$ cat config.mk
export PLATFORM = sky130hd
export DESIGN_NAME = wallclock_rtc
export DESIGN_NICKNAME = d
export VERILOG_FILES = /design/src/rtl/rtc_regs_pkg.sv /design/src/rtl/rtc_reg_bank.sv /design/src/rtl/rtc_sec_counter.sv /design/src/rtl/rtc_irq_status.sv /design/src/rtl/wallclock_rtc.sv
export SDC_FILE = /design/constraint.sdc
export NUM_CORES = 1
export LEC_CHECK = 0
export ABC_CLOCK_PERIOD_IN_PS = 9000
export BUFFER_PORTS_ARGS = -buffer_cell sky130_fd_sc_hd__buf_2
export CORE_MARGIN = 2
export CORE_UTILIZATION = 40
export CTS_CLUSTER_SIZE = 14
export DETAILED_ROUTE_END_ITERATION = 10
export PLACE_DENSITY = 0.69
export SYNTH_ARGS = -nofsm -noshare
export SYNTH_HDL_FRONTEND = slang
export SYNTH_HIERARCHICAL = 1
export SYNTH_SLANG_ARGS = --single-unit
$ cat constraint.sdc
create_clock -name clk -period 9 [get_ports clk]
set_input_delay 1.8 -clock clk [delete_from_list [all_inputs] [get_ports clk]]
set_output_delay 1.8 -clock clk [all_outputs]
set_load 0.05 [all_outputs]
$ cat src/rtl/rtc_regs_pkg.sv
// Package: register offsets and fixed field positions of the seconds RTC.
// Assumes byte addressing with 32-bit registers on 4-byte boundaries.
package rtc_regs_pkg;
    localparam int unsigned RTC_DW  = 32;
    localparam int unsigned RTC_AW  = 8;
    localparam int unsigned RUN_BIT = 26;

    localparam logic [7:0] OFS_COUNT = 8'h00;
    localparam logic [7:0] OFS_MATCH = 8'h04;
    localparam logic [7:0] OFS_LOAD  = 8'h08;
    localparam logic [7:0] OFS_CTRL  = 8'h0C;
    localparam logic [7:0] OFS_MASK  = 8'h10;
    localparam logic [7:0] OFS_RAW   = 8'h14;
    localparam logic [7:0] OFS_MSTAT = 8'h18;
    localparam logic [7:0] OFS_CLEAR = 8'h1C;

    typedef enum logic [3:0] {
        SEL_NONE, SEL_COUNT, SEL_MATCH, SEL_LOAD,
        SEL_CTRL, SEL_MASK,  SEL_RAW,   SEL_MSTAT, SEL_CLEAR
    } reg_sel_e;
endpackage

$ cat src/rtl/rtc_reg_bank.sv
// Register bank: decodes the byte address, holds the writable registers and
// forms the read data. Assumes single-cycle accesses; writes land at the edge.
module rtc_reg_bank
    import rtc_regs_pkg::*;
#(
    parameter int unsigned DW      = RTC_DW,
    parameter int unsigned AW      = RTC_AW,
    parameter int unsigned IRQ_W   = 1,
    parameter int unsigned RUN_POS = RUN_BIT
) (
    input  logic             clk,
    input  logic             rst_n,
    input  logic [AW-1:0]    addr,
    input  logic             wr,
    input  logic [DW-1:0]    wdata,
    input  logic [DW-1:0]    count,
    input  logic [IRQ_W-1:0] raw,
    input  logic [IRQ_W-1:0] masked,
    output logic             load_we,
    output logic [IRQ_W-1:0] clr_vec,
    output logic [DW-1:0]    match_q,
    output logic [IRQ_W-1:0] mask_q,
    output logic             run_q,
    output logic [DW-1:0]    rdata
);
    reg_sel_e        sel;
    logic [DW-1:0]   load_q;

    // Address decode: full byte compare, so unaligned addresses select nothing.
    always_comb begin
        unique case (addr)
            AW'(OFS_COUNT): sel = SEL_COUNT;
            AW'(OFS_MATCH): sel = SEL_MATCH;
            AW'(OFS_LOAD):  sel = SEL_LOAD;
            AW'(OFS_CTRL):  sel = SEL_CTRL;
            AW'(OFS_MASK):  sel = SEL_MASK;
            AW'(OFS_RAW):   sel = SEL_RAW;
            AW'(OFS_MSTAT): sel = SEL_MSTAT;
            AW'(OFS_CLEAR): sel = SEL_CLEAR;
            default:        sel = SEL_NONE;
        endcase
    end

    // Strobes toward the counter and the status logic.
    always_comb begin
        load_we = wr && (sel == SEL_LOAD);
        clr_vec = (wr && (sel == SEL_CLEAR)) ? wdata[IRQ_W-1:0] : '0;
    end

    // Writable register storage; read-only offsets have no write path.
    always_ff @(posedge clk) begin
        if (!rst_n) begin
            match_q <= '0;
            load_q  <= '0;
            mask_q  <= '0;
            run_q   <= 1'b0;
        end else if (wr) begin
            case (sel)
                SEL_MATCH: match_q <= wdata;
                SEL_LOAD:  load_q  <= wdata;
                SEL_MASK:  mask_q  <= wdata[IRQ_W-1:0];
                SEL_CTRL:  run_q   <= wdata[RUN_POS];
                default:   ;
            endcase
        end
    end

    // Read mux: unimplemented bits and unmapped offsets return zero.
    always_comb begin
        rdata = '0;
        case (sel)
            SEL_COUNT: rdata = count;
            SEL_MATCH: rdata = match_q;
            SEL_LOAD:  rdata = load_q;
            SEL_CTRL:  rdata[RUN_POS] = run_q;
            SEL_MASK:  rdata[IRQ_W-1:0] = mask_q;
            SEL_RAW:   rdata[IRQ_W-1:0] = raw;
            SEL_MSTAT: rdata[IRQ_W-1:0] = masked;
            default:   rdata = '0;
        endcase
    end
endmodule

$ cat src/rtl/rtc_sec_counter.sv
// Seconds counter: preloadable, advances on a gated tick, wraps modulo 2^DW.
// Flags a compare hit only when a tick (not a preload) lands on the match value.
module rtc_sec_counter #(
    parameter int unsigned DW = 32
) (
    input  logic          clk,
    input  logic          rst_n,
    input  logic          tick,
    input  logic          run,
    input  logic          load_we,
    input  logic [DW-1:0] load_val,
    input  logic [DW-1:0] match,
    output logic [DW-1:0] count_q,
    output logic          hit
);
    logic          step;
    logic [DW-1:0] count_inc;

    // Next-value and hit detection against the current compare value.
    always_comb begin
        step      = tick && run;
        count_inc = count_q + DW'(1);
        hit       = step && !load_we && (count_inc == match);
    end

    // Count register: preload has priority over the increment.
    always_ff @(posedge clk) begin
        if (!rst_n)       count_q <= '0;
        else if (load_we) count_q <= load_val;
        else if (step)    count_q <= count_inc;
    end
endmodule

$ cat src/rtl/rtc_irq_status.sv
// Interrupt status: one sticky raw bit per source, write-one-to-clear,
// masked view and a level interrupt. A set beats a clear in the same cycle.
module rtc_irq_status #(
    parameter int unsigned IRQ_W = 1
) (
    input  logic             clk,
    input  logic             rst_n,
    input  logic [IRQ_W-1:0] set_vec,
    input  logic [IRQ_W-1:0] clr_vec,
    input  logic [IRQ_W-1:0] mask,
    output logic [IRQ_W-1:0] raw_q,
    output logic [IRQ_W-1:0] masked,
    output logic             irq
);
    for (genvar i = 0; i < IRQ_W; i++) begin : g_src
        // Sticky raw bit for source i.
        always_ff @(posedge clk) begin
            if (!rst_n)          raw_q[i] <= 1'b0;
            else if (set_vec[i]) raw_q[i] <= 1'b1;
            else if (clr_vec[i]) raw_q[i] <= 1'b0;
        end
    end

    // Masked view and the level output.
    always_comb begin
        masked = raw_q & mask;
        irq    = |masked;
    end
endmodule

$ cat src/rtl/wallclock_rtc.sv
// Top of the seconds RTC: ties the register bank, counter and status together.
// Assumes sec_tick is already synchronous to clk and lasts one cycle per second.
module wallclock_rtc
    import rtc_regs_pkg::*;
#(
    parameter int unsigned DW = RTC_DW,
    parameter int unsigned AW = RTC_AW
) (
    input  logic          clk,
    input  logic          rst_n,
    input  logic          sec_tick,
    input  logic [AW-1:0] reg_addr,
    input  logic          reg_wr,
    input  logic [DW-1:0] reg_wdata,
    output logic [DW-1:0] reg_rdata,
    output logic          alarm_irq
);
    localparam int unsigned IRQ_W = 1;

    logic             load_we;
    logic [IRQ_W-1:0] clr_vec;
    logic [DW-1:0]    match_q;
    logic [IRQ_W-1:0] mask_q;
    logic             run_q;
    logic [DW-1:0]    count_q;
    logic             hit;
    logic [IRQ_W-1:0] set_vec;
    logic [IRQ_W-1:0] raw_q;
    logic [IRQ_W-1:0] masked;

    assign set_vec = IRQ_W'(hit);

    rtc_reg_bank #(.DW(DW), .AW(AW), .IRQ_W(IRQ_W), .RUN_POS(RUN_BIT)) u_bank (
        .clk(clk), .rst_n(rst_n), .addr(reg_addr), .wr(reg_wr), .wdata(reg_wdata),
        .count(count_q), .raw(raw_q), .masked(masked),
        .load_we(load_we), .clr_vec(clr_vec), .match_q(match_q),
        .mask_q(mask_q), .run_q(run_q), .rdata(reg_rdata)
    );

    rtc_sec_counter #(.DW(DW)) u_cnt (
        .clk(clk), .rst_n(rst_n), .tick(sec_tick), .run(run_q),
        .load_we(load_we), .load_val(reg_wdata), .match(match_q),
        .count_q(count_q), .hit(hit)
    );

    rtc_irq_status #(.IRQ_W(IRQ_W)) u_stat (
        .clk(clk), .rst_n(rst_n), .set_vec(set_vec), .clr_vec(clr_vec),
        .mask(mask_q), .raw_q(raw_q), .masked(masked), .irq(alarm_irq)
    );
endmodule

Yosys cells after proc, flatten, opt, wreduce, memory -nomap -nowiden --
Memory sizes are Yosys's and may differ from the RTL's. Cells that the tools add are included.
Cells by class: add/subtract/negate cells 1, equality and inequality tests 9, muxes and demuxes 10, bitwise gates (word level) 1, reduce and logical (&&, ||, !) cells 13
Operator list (count):
- $pmux 25 s3 | 1
- $mux 32 | 2
- $add 32x1->32 const B | 1
- $eq 32x32->1 | 1
- $eq 4x3->1 const B | 4
- $pmux 5 s3 | 1
- $eq 4x2->1 const B | 2
- $reduce_and 2->1 | 4
- $pmux 1 s6 | 1
- $logic_and 1x1->1 | 5
- $eq 4x1->1 const B | 1
- $eq 4x4->1 const B | 1
- $mux 4 | 1
- $pmux 1 s4 | 1
- $reduce_bool 2->1 | 2
- $logic_not 3->1 | 1
- $mux 1 | 3
- $and 1x1->1 | 1
- $logic_not 1->1 | 1
Storage, ports and cells: register bits after elaboration 99, ROM bits 128, input port bits 44, logic and storage cells 41, memories kept 1
Memories:
- (no name shown) | words 32, width 4, read ports 1, clocked after memory_dff 0, wr ports 0, line rtc_reg_bank.sv:31 | unique case (addr)

Logic depth before layout (Yosys ltp) --
Gate-level depths: netlist (run 1).
depth after elaboration 8, gate-level depth with buffers 12, depth with buffers taken out 9

Hierarchy --
The synthesis (run 1) kept the hierarchy.
Modules (own cells, without submodules):
- rtc_reg_bank | instances 1, cells each 373, area an instance 3398.3 sq um, seq. area each 1321.3 sq um
- rtc_sec_counter | instances 1, cells each 391, area an instance 2879.0 sq um, seq. area each 640.6 sq um
- rtc_irq_status | instances 1, cells each 5, area an instance 56.3 sq um, seq. area each 20.0 sq um

Worst setup path after synthesis (run 1) --
No wires, ideal clock.
path kind in2out, start input port reg_addr[3], end output port reg_rdata[10], arrival time 3.371 ns, data required time 7.200 ns, setup slack 3.829 ns, cell stages on the path 6, path buffers 3, path through buf_2 nor2b_1 clkbuf_1 clkbuf_1 a2bb2oi_1 nor2_1
On the way: cells in the longest elaborated chain, start to end 4, elaborated cells on any way between the ends 6, classes of those cells 3 x eq/ne; 2 x mux; 1 x memory
Ends and longest elaborated chain:
- from (decl) | line wallclock_rtc.sv:12 | input logic [AW-1:0] reg_addr,
- $mem_v2 32x4 (*)
- $mux 4 (*) | line rtc_reg_bank.sv:31
- $eq 4x2->1 / $eq 4x1->1 (equally long branches) | line rtc_reg_bank.sv:71 | case (sel)
- $pmux 25 s3 (*) | line rtc_reg_bank.sv:71
- to (decl) | line wallclock_rtc.sv:15 | output logic [DW-1:0] reg_rdata,
Every way passes the cells marked *; elsewhere a longest branch is shown, timed or not.

Final worst setup path (run 1) --
start input port reg_addr[2], end output port reg_rdata[20]
Same word-level chain as after synthesis.

==> results of run 1 <==
-- cells by family after synthesis --
| family | Yosys count | share of synthesized area |
|---|---|---|
| xor+xnor | 72 | 0.09957 |
| fa+ha+maj | 1 | 0.001975 |
| flops | 99 | 0.3129 |
| simple gates | 331 | 0.2537 |
| compound gates | 87 | 0.09858 |
| buf+inv | 70 | 0.05828 |
| mux | 109 | 0.1750 |
-- sequential cells by signal, summed over array words and instances (netlist names) --
signal / count
u_bank/match_q: 32
u_bank/mask_q: 1
u_bank/run_q: 1
u_cnt/count_q: 32
u_bank/load_q: 32
u_stat/raw_q: 1
-- routing by layer --
layer  global-route usage  wire [um]
met1               0.2781       8186
met5                    0          0
met2               0.3046       7245
met3              0.02747        635
met4              0.06831        273
-- area by class of cell --
class                   instances  area [um^2]
fillers                      1606         8346
multi-input cells             600         3985
repair buffers                 81        420.4
clock inverters                 2        37.54
well taps                     211        264.0
inverters                       9        33.78
flip-flops and latches         99         1982
clock buffers                  12        246.5
-- final timing paths --
kind                                         from           endpoint
worst min-delay path            u_bank/load_q[24]  u_bank/load_q[24]
worst max-delay path                  reg_addr[2]      reg_rdata[20]
worst min register to register  u_bank/load_q[24]  u_bank/load_q[24]
worst max register to register   u_cnt/count_q[3]       u_stat/raw_q
-- stage by stage --
stage / setup WS [ns] / power (W) / std cells
after global placement: 3.281 / 0.0005005 / 1000
after global routing: 3.063 / 0.0009013 / 1014
after CTS: 3.249 / 0.0008838 / 1014
after floorplan: 3.829 / 0.0004801 / 769
final: 3.261 / 0.0008759 / 1014
after detailed placement: 3.263 / 0.0005006 / 1000
-- Yosys cell counts, drive strengths merged, types with 2 or more instances --
master,instances,share of area
nor4,7,0.0093
nand4b,2,0.0028
o21a,3,0.0036
xnor2,52,0.072
clkbuf,42,0.030
nor3,20,0.016
nor2,55,0.033
inv,9,0.0053
nand3,17,0.013
and2,34,0.034
nor4b,2,0.0028
o311a,2,0.0032
o21ai,31,0.024
buf,18,0.022
a21oi,3,0.0024
and3,4,0.0040
nand4,17,0.024
or3,4,0.0049
or4,2,0.0026
xor2,20,0.028
dfxtp,99,0.31
nor2b,4,0.0051
nand2b,4,0.0040
mux2,4,0.0071
mux2i,104,0.16
a31oi,3,0.0030
a2bb2oi,31,0.043
a211oi,3,0.0036
nand2,153,0.091
o2bb2ai,2,0.0028
-- power groups by stage --
stage / registers [W] / logic [W] / clock network [W]
after floorplan: 0.000449 / 0.0000313 / 0
after CTS: 0.000439 / 0.0000516 / 0.000393
after detailed placement: 0.000449 / 0.0000514 / 0
after global routing: 0.000439 / 0.0000552 / 0.000407
final: 0.000439 / 0.0000513 / 0.000385
after global placement: 0.000449 / 0.0000514 / 0
-- worst max-delay path, stage by stage --
cell and delay [ns]:
buf_2 0.08, buf_4 0.37, nor2b_2 0.78, buf_4 0.41, a2bb2oi_1 0.11, nor2_1 0.10
buf_2 0.27
==> metrics.txt, run 1 <==
final net count=845; Logic pwr share=0.059; Slew @ Worst Pin=1.078 ns; Hold Path Cell Cnt=2; mapped cell area=6334 um^2; pin count of the biggest net entering global routing=84; # port buffers=76; leakage=2.987 nW; row cnt=45; Worst R2R Setup Slack=5.68 ns; Clock Skews=0.007145 ns; first-pass GRT wire length=26.16 mm; Placed Area=6685 um^2; clock root cell=clkbuf_16; FF-to-FF path depth=8; Die ar.=16860 um^2; PD cells=125.7 nW/um^2; Sw Ratio=0.2259; post-synthesis sequential area ratio=0.3129; Synth Instances=769; clock network fraction of design power=0.440; final instance area=6969 um^2; gr ovfl total=0; Netlist cell types=61; Ant. Diodes=0; RSZ-0062 raised after global routing=no; CTS clk-pin slew, worst paths=0.06 ns; startpoint types=input port; Sink Count=99; main flop type after synthesis=dfxtp_1; WL per Instance=16.11 um; initial antenna violation count=0; Max Fclk=0.1742 GHz; CTS tree=built; postcts setup bufs=0; Final setup viols=0; Die Wd=129.8 um; Post-Route Utilization=0.4551; H-Tree Depth=3; #FFs+latches synth=99; Synthesized Nets=814; residual DRC count=0; Starting Density=0.4136; crit path time final=5.739 ns; detailed router's first-iteration violation count=393; I/O Pins=77; sequential share of power=0.501; Post-DP HPWL=11.24 mm; Max VDD drop=92.02 uV; total vias in the final route=5449; share of layout cells above drive strength 1=0.1407; number of max-cap violations=0; Final Hold Fails=0; CTS hold repair buffers=0; Rel. slew slack=0.2814; Avg Cell Area, Syn=8.236 um^2; HP Class=flip-flop to flip-flop; total CTS buffers=9; YS warnings=6; via/cell ratio=5.374; CP Data Arrival Time=3.94 ns; Clock Tree Buf Depth=2; crit share post-route=0.6377; number of synthesized flops with an enable pin=0; outcome=finished clean; post_cts resized=0; Switch Pwr=0.0001979 W; synth-to-layout area growth=10.04%; max-slew violations=0; Setup Crit Path Kind=input port to output port; commonest cells after routing, fill and taps aside=153 x nand2_1, 104 x mux2i_1, 99 x dfxtp_1; Critical Path RT=7.20 ns; chip height=129.8 um; Worst-Skew Late Latency=0.35 ns; Overall Global Routing Usage=0.1958; vias in the first global route=5071; ANT nets after route=0; Fin Hold WS=0.4639 ns; final RePlAce weighted congestion=0.8282; internal power=0.0006780 W; Routed WL=16.34 mm; 1st-pass router iterations=5; CP Max Fanout=36; setup_tns=0 ns; commonest non-fill, non-tap cell in the layout=nand2_1; Crit. End Element=output port; core area=15310 um^2; Async SR Flop Fraction=0
(Power assumes the default switching activity.)
==> run 2: changes to the inputs <==
--- a/config.mk
+++ b/config.mk
@@ -5,7 +5,7 @@
 export SDC_FILE = /design/constraint.sdc
 export NUM_CORES = 1
 export LEC_CHECK = 0
-export ABC_CLOCK_PERIOD_IN_PS = 9000
+export ABC_CLOCK_PERIOD_IN_PS = 5800
 export BUFFER_PORTS_ARGS = -buffer_cell sky130_fd_sc_hd__buf_2
 export CORE_MARGIN = 2
 export CORE_UTILIZATION = 40
==> constraint.sdc (replaced) <==
create_clock -name clk -period 5.8 [get_ports clk]
set_input_delay 1.16 -clock clk [delete_from_list [all_inputs] [get_ports clk]]
set_output_delay 1.16 -clock clk [all_outputs]
set_load 0.05 [all_outputs]
==> metrics.txt, run 2 (synthesis results as in run 1) <==
# port buffers=76 (unchanged); Final setup viols=0 (unchanged); Routed WL=16.04 mm (was 16.34 mm); Starting Density=0.4136 (unchanged); Filler Cells Inserted=1608 (was 1606); via/cell ratio=5.285 (was 5.374); core area=15310 um^2 (unchanged); Sink Count=99 (unchanged); Max Fclk=0.2460 GHz; crit share post-route=0.7010; leakage=2.984 nW (was 2.987 nW); startpoint types=input port (unchanged); HP Class=flip-flop to flip-flop (unchanged); CP Max Fanout=25 (was 36); final RePlAce weighted congestion=0.8202 (was 0.8282); FF-to-FF path depth=8 (unchanged); Rel. slew slack=0.3705 (was 0.2814); I/O Pins=77 (unchanged); Clock Skews=0.003427 ns (was 0.007145 ns); WP depth=6 (was 7); Clock Tree Buf Depth=2 (unchanged); pin count of the biggest net entering global routing=86 (was 84); clock root cell=clkbuf_16 (unchanged); initial antenna violation count=0 (unchanged); CP Buf/Inv Count=3 (was 4); total CTS buffers=9 (unchanged); synth-to-layout area growth=9.779% (was 10.04%); outcome=finished clean (unchanged); PD cells=188.0 nW/um^2 (was 125.7 nW/um^2); vias in the first global route=5113 (was 5071); biggest regs=u_bank/load_q x32, u_bank/match_q x32, u_cnt/count_q x32 (unchanged); row cnt=45 (unchanged); gr ovfl total=0 (unchanged); final worst slack=1.734 ns (was 3.261 ns); 1st-pass router iterations=5 (unchanged); Hold Path Cell Cnt=2 (unchanged); postcts setup bufs=0 (unchanged); residual DRC count=0 (unchanged); commonest cells after routing, fill and taps aside=153 x nand2_1, 104 x mux2i_1, 99 x dfxtp_1 (unchanged); ANT nets after route=0 (unchanged); Final Hold Fails=0 (unchanged); WL per Instance=15.78 um (was 16.11 um); share of layout cells above drive strength 1=0.1405 (was 0.1407); Overall Global Routing Usage=0.1964 (was 0.1958); total vias in the final route=5370 (was 5449); Worst-Skew Late Latency=0.35 ns (about the same); pre-CTS setup slack=1.740 ns (was 3.263 ns); detailed router's first-iteration violation count=429 (was 393); max-slew violations=0 (unchanged); Slowest-stage cell, CP=buf_2 (was nor2b_2); Critical Path RT=4.64 ns (was 7.20 ns); Worst path most repeated cell=buf_2; CTS clk-pin slew, worst paths=0.06 ns (about the same); chip height=129.8 um (unchanged); Max VDD drop=155.5 uV (was 92.02 uV); first-pass GRT wire length=26.08 mm (was 26.16 mm); Setup Crit Path Kind=input port to output port (unchanged); crit-path leading delay family=buffers and inverters (unchanged); Slew @ Worst Pin=0.9425 ns (was 1.078 ns); CTS tree=built (unchanged); Die ar.=16860 um^2 (unchanged); post_cts resized=0 (unchanged); cells along the critical path=buf_2 > buf_4 > mux2i_1 > a2bb2oi_1 > nor2_1 > buf_2 (was buf_2 > buf_4 > nor2b_2 > buf_4 > a2bb2oi_1 > nor2_1 > buf_2); number of max-cap violations=0 (unchanged); final net count=847 (was 845); Crit. End Element=output port (unchanged); CP Data Arrival Time=2.91 ns (was 3.94 ns); Die Wd=129.8 um (unchanged); CTS hold repair buffers=0 (unchanged); Finished Layout Cells=1016 (was 1014); crit path time final=4.066 ns; setup_tns=0 ns (unchanged); number of instances in the placed design=1002 (was 1000); Post-DP HPWL=10.78 mm (was 11.24 mm); H-Tree Depth=3 (unchanged); commonest non-fill, non-tap cell in the layout=nand2_1 (unchanged); Crit path largest cell delay=0.60 ns (was 0.78 ns); RSZ-0062 raised after global routing=no (unchanged)
-- run 2: cell count changes in the layout (fill, tap and decap cells not counted) --
| cell | delta |
|---|---|
| bufinv_16 | -1 |
| clkinvlp_4 | -1 |
| clkbuf_1 | +1 |
| diode_2 | +1 |
| buf_4 | +2 |
-- run 2: cell type report --
class	instances	area [um^2]	area share
clock buffers	13	250.2	0.03599
repair buffers	83	435.4	0.06262
flip-flops and latches	99	1982	0.2850
diodes	1	2.502	0.0003599
multi-input cells	600	3985	0.5732
well taps	211	264.0	0.03797
inverters	9	33.78	0.004859
-- run 2: worst register-to-register path: cells and delay by family (launching register included) --
| kind | cells | cell delay (ns) |
|---|---|---|
| AO/OA/AOI/OAI | 2 | 0.39 |
| flip-flops | 1 | 0.54 |
| AND/OR/NAND/NOR | 6 | 2.37 |
-- run 2: metal layers --
metal,vias to the layer above,global-route usage,share of wire
met1,2522,0.2772,0.50
li1,2703,-,-
met3,16,0.03526,0.051
met5,-,0,0
met4,0,0.07717,0.018
met2,129,0.2978,0.43
-- run 2: worst paths after layout --
| kind | slack, ns | end | startpoint |
|---|---|---|---|
| worst min register to register | 0.46 | u_bank/load_q[10] | u_bank/load_q[10] |
| worst max register to register | 2.45 | u_stat/raw_q | u_cnt/count_q[3] |
| worst max-delay path | 1.73 | reg_rdata[13] | reg_addr[3] |
| worst min-delay path | 0.46 | u_bank/load_q[10] | u_bank/load_q[10] |
-- run 2: power by group --
part / total, W / switching [W] / internal (W)
Combinational: 0.0000793 / 0.0000494 / 0.0000299
Clock: 0.000547 / 0.000250 / 0.000296
Sequential: 0.000682 / 0.00000111 / 0.000680
Total: 0.00131 / 0.000301 / 0.00101
-- run 2: through the flow --
| stage | util | cell area [um^2] | power (W) | hold WS [ns] |
|---|---|---|---|---|
| detailed placement | 0.4375 | 6700 | 0.0007766 | 0.4536 |
| finish | 0.4540 | 6953 | 0.001307 | 0.4615 |
| floorplan | - | 6334 | 0.0007450 | 0.4355 |
| global placement | 0.4375 | 6700 | 0.0007760 | 0.4457 |
| global route | 0.4538 | 6950 | 0.001356 | 0.4895 |
| CTS | 0.4538 | 6950 | 0.001321 | 0.4637 |
==> run 3: changes to the inputs <==
--- a/config.mk
+++ b/config.mk
@@ -5,7 +5,7 @@
 export SDC_FILE = /design/constraint.sdc
 export NUM_CORES = 1
 export LEC_CHECK = 0
-export ABC_CLOCK_PERIOD_IN_PS = 5800
+export ABC_CLOCK_PERIOD_IN_PS = 3900
 export BUFFER_PORTS_ARGS = -buffer_cell sky130_fd_sc_hd__buf_2
 export CORE_MARGIN = 2
 export CORE_UTILIZATION = 40
==> constraint.sdc (replaced) <==
create_clock -name clk -period 3.9 [get_ports clk]
set_input_delay 0.78 -clock clk [delete_from_list [all_inputs] [get_ports clk]]
set_output_delay 0.78 -clock clk [all_outputs]
set_load 0.05 [all_outputs]
==> metrics.txt, run 3 (synthesis results as in run 1) <==
outcome=finished clean (unchanged); CTS hold repair buffers=0 (unchanged); commonest cells after routing, fill and taps aside=153 x nand2_1, 104 x mux2i_1, 99 x dfxtp_1 (unchanged); detailed router's first-iteration violation count=353 (was 429); gr ovfl total=0 (unchanged); leakage=3.086 nW (was 2.984 nW); Die Wd=129.8 um (unchanged); Final Hold Fails=0 (unchanged); Worst-Skew Late Latency=0.35 ns (about the same); share of layout cells above drive strength 1=0.1548 (was 0.1405); ANT nets after route=0 (unchanged); final RePlAce weighted congestion=0.9010 (was 0.8202); via/cell ratio=5.295 (was 5.285); chip height=129.8 um (unchanged); Sink Count=99 (unchanged); Routed WL=16.23 mm (was 16.04 mm); Crit. End Element=flip-flop (was output port); Hold Path Cell Cnt=2 (unchanged); core area=15310 um^2 (unchanged); max-slew violations=0 (unchanged); WL per Instance=15.81 um (was 15.78 um); Setup Crit Path Kind=flip-flop to flip-flop (was input port to output port); RSZ-0062 raised after global routing=no (unchanged); Max Fclk=0.3110 GHz; final net count=854 (was 847); clock root cell=clkbuf_16 (unchanged); Clock Tree Buf Depth=2 (unchanged); residual DRC count=0 (unchanged); post_cts resized=0 (unchanged); CP Data Arrival Time=3.52 ns (was 2.91 ns); PD cells=320.1 nW/um^2 (was 188.0 nW/um^2); postcts setup bufs=0 (unchanged); CTS tree=built (unchanged); crit share post-route=0.8244; Fin Hold WS=0.4607 ns (was 0.4615 ns); HP Class=flip-flop to flip-flop (unchanged); H-Tree Depth=3 (unchanged); commonest non-fill, non-tap cell in the layout=nand2_1 (unchanged); I/O Pins=77 (unchanged); setup_tns=0 ns (unchanged); first-pass GRT wire length=26.52 mm (was 26.08 mm); Die ar.=16860 um^2 (unchanged); Critical Path RT=4.20 ns (was 4.64 ns); final instance area=7144 um^2 (was 6953 um^2); # port buffers=76 (unchanged); CP Max Fanout=8 (was 25); Post-DP HPWL=11.34 mm (was 10.78 mm); crit path time final=3.215 ns; Clock Skews=0.005819 ns (was 0.003427 ns); row cnt=45 (unchanged); pin count of the biggest net entering global routing=93 (was 86); Max VDD drop=204.6 uV (was 155.5 uV); vias in the first global route=5092 (was 5113); number of max-cap violations=0 (unchanged); 1st-pass router iterations=6 (was 5); biggest regs=u_bank/load_q x32, u_bank/match_q x32, u_cnt/count_q x32 (unchanged); synth-to-layout area growth=12.80% (was 9.779%); Final setup viols=0 (unchanged); Slew @ Worst Pin=0.9502 ns (was 0.9425 ns); initial antenna violation count=1 (was 0); startpoint types=flip-flop (was input port); Starting Density=0.4136 (unchanged); FF-to-FF path depth=8 (unchanged); Overall Global Routing Usage=0.1983 (was 0.1964); total vias in the final route=5433 (was 5370); total CTS buffers=9 (unchanged); Rel. slew slack=0.3653 (was 0.3705); Placed Area=6753 um^2 (was 6700 um^2); CTS clk-pin slew, worst paths=0.07 ns (was 0.06 ns); Post-Route Utilization=0.4665 (was 0.4540)
run 3: cell types whose count changed in the layout (fill, tap and decap cells not counted), sizes merged:
cell / previous run / this run
buf: 83 / 90
bufinv: 0 / 5
clkbuf: 13 / 9
clkinv: 0 / 2
run 3: layer usage:
metal	track usage	vias to the layer above	part of all wire
li1	-	2717	-
met1	0.2796	2582	0.50
met2	0.3080	117	0.44
met3	0.03854	17	0.050
met4	0.05882	0	0.015
met5	0	-	0
run 3: where the power goes:
part	switching (W)	total, W	internal (W)
registers	0.00000163	0.00101	0.00101
clock network	0.000396	0.00115	0.000756
logic	0.0000751	0.000121	0.0000461
total	0.000473	0.00229	0.00181
run 3: cell type report:
type / instances / area [um^2]
Clock buffer: 9 / 225.2
Fill cell: 1530 / 8170
Timing Repair Buffer: 90 / 488.0
Clock inverter: 7 / 163.9
Multi-Input combinational cell: 600 / 3985
Inverter: 9 / 33.78
Antenna cell: 1 / 2.502
Tap cell: 211 / 264.0
Sequential cell: 99 / 1982
run 3: worst max-delay path: stages (launching register included):
cell and delay (ns):
dfxtp_1 0.51, nand4_4 0.21, or3_4 0.44, or4b_1 0.66
and2_0 0.21, or4_1 0.49, nor4_1 0.29, o2111a_1 0.23
o21a_1 0.11
run 3: worst paths after layout:
kind                     start                 to  slack [ns]
max           u_cnt/count_q[3]       u_stat/raw_q        0.68
min          u_bank/load_q[22]  u_bank/load_q[22]        0.46
min reg2reg  u_bank/load_q[22]  u_bank/load_q[22]        0.46
max reg2reg   u_cnt/count_q[3]       u_stat/raw_q        0.68
run 3: stage by stage:
step	power (W)	cells	setup slack, ns
2_1_floorplan	0.001108	769	0.7685
3_3_place_gp	0.001158	1009	0.8020
3_5_place_dp	0.001157	1009	0.7157
4_1_cts	0.002309	1025	0.6915
5_1_grt	0.002346	1025	0.5289
6_report	0.002287	1026	0.6848
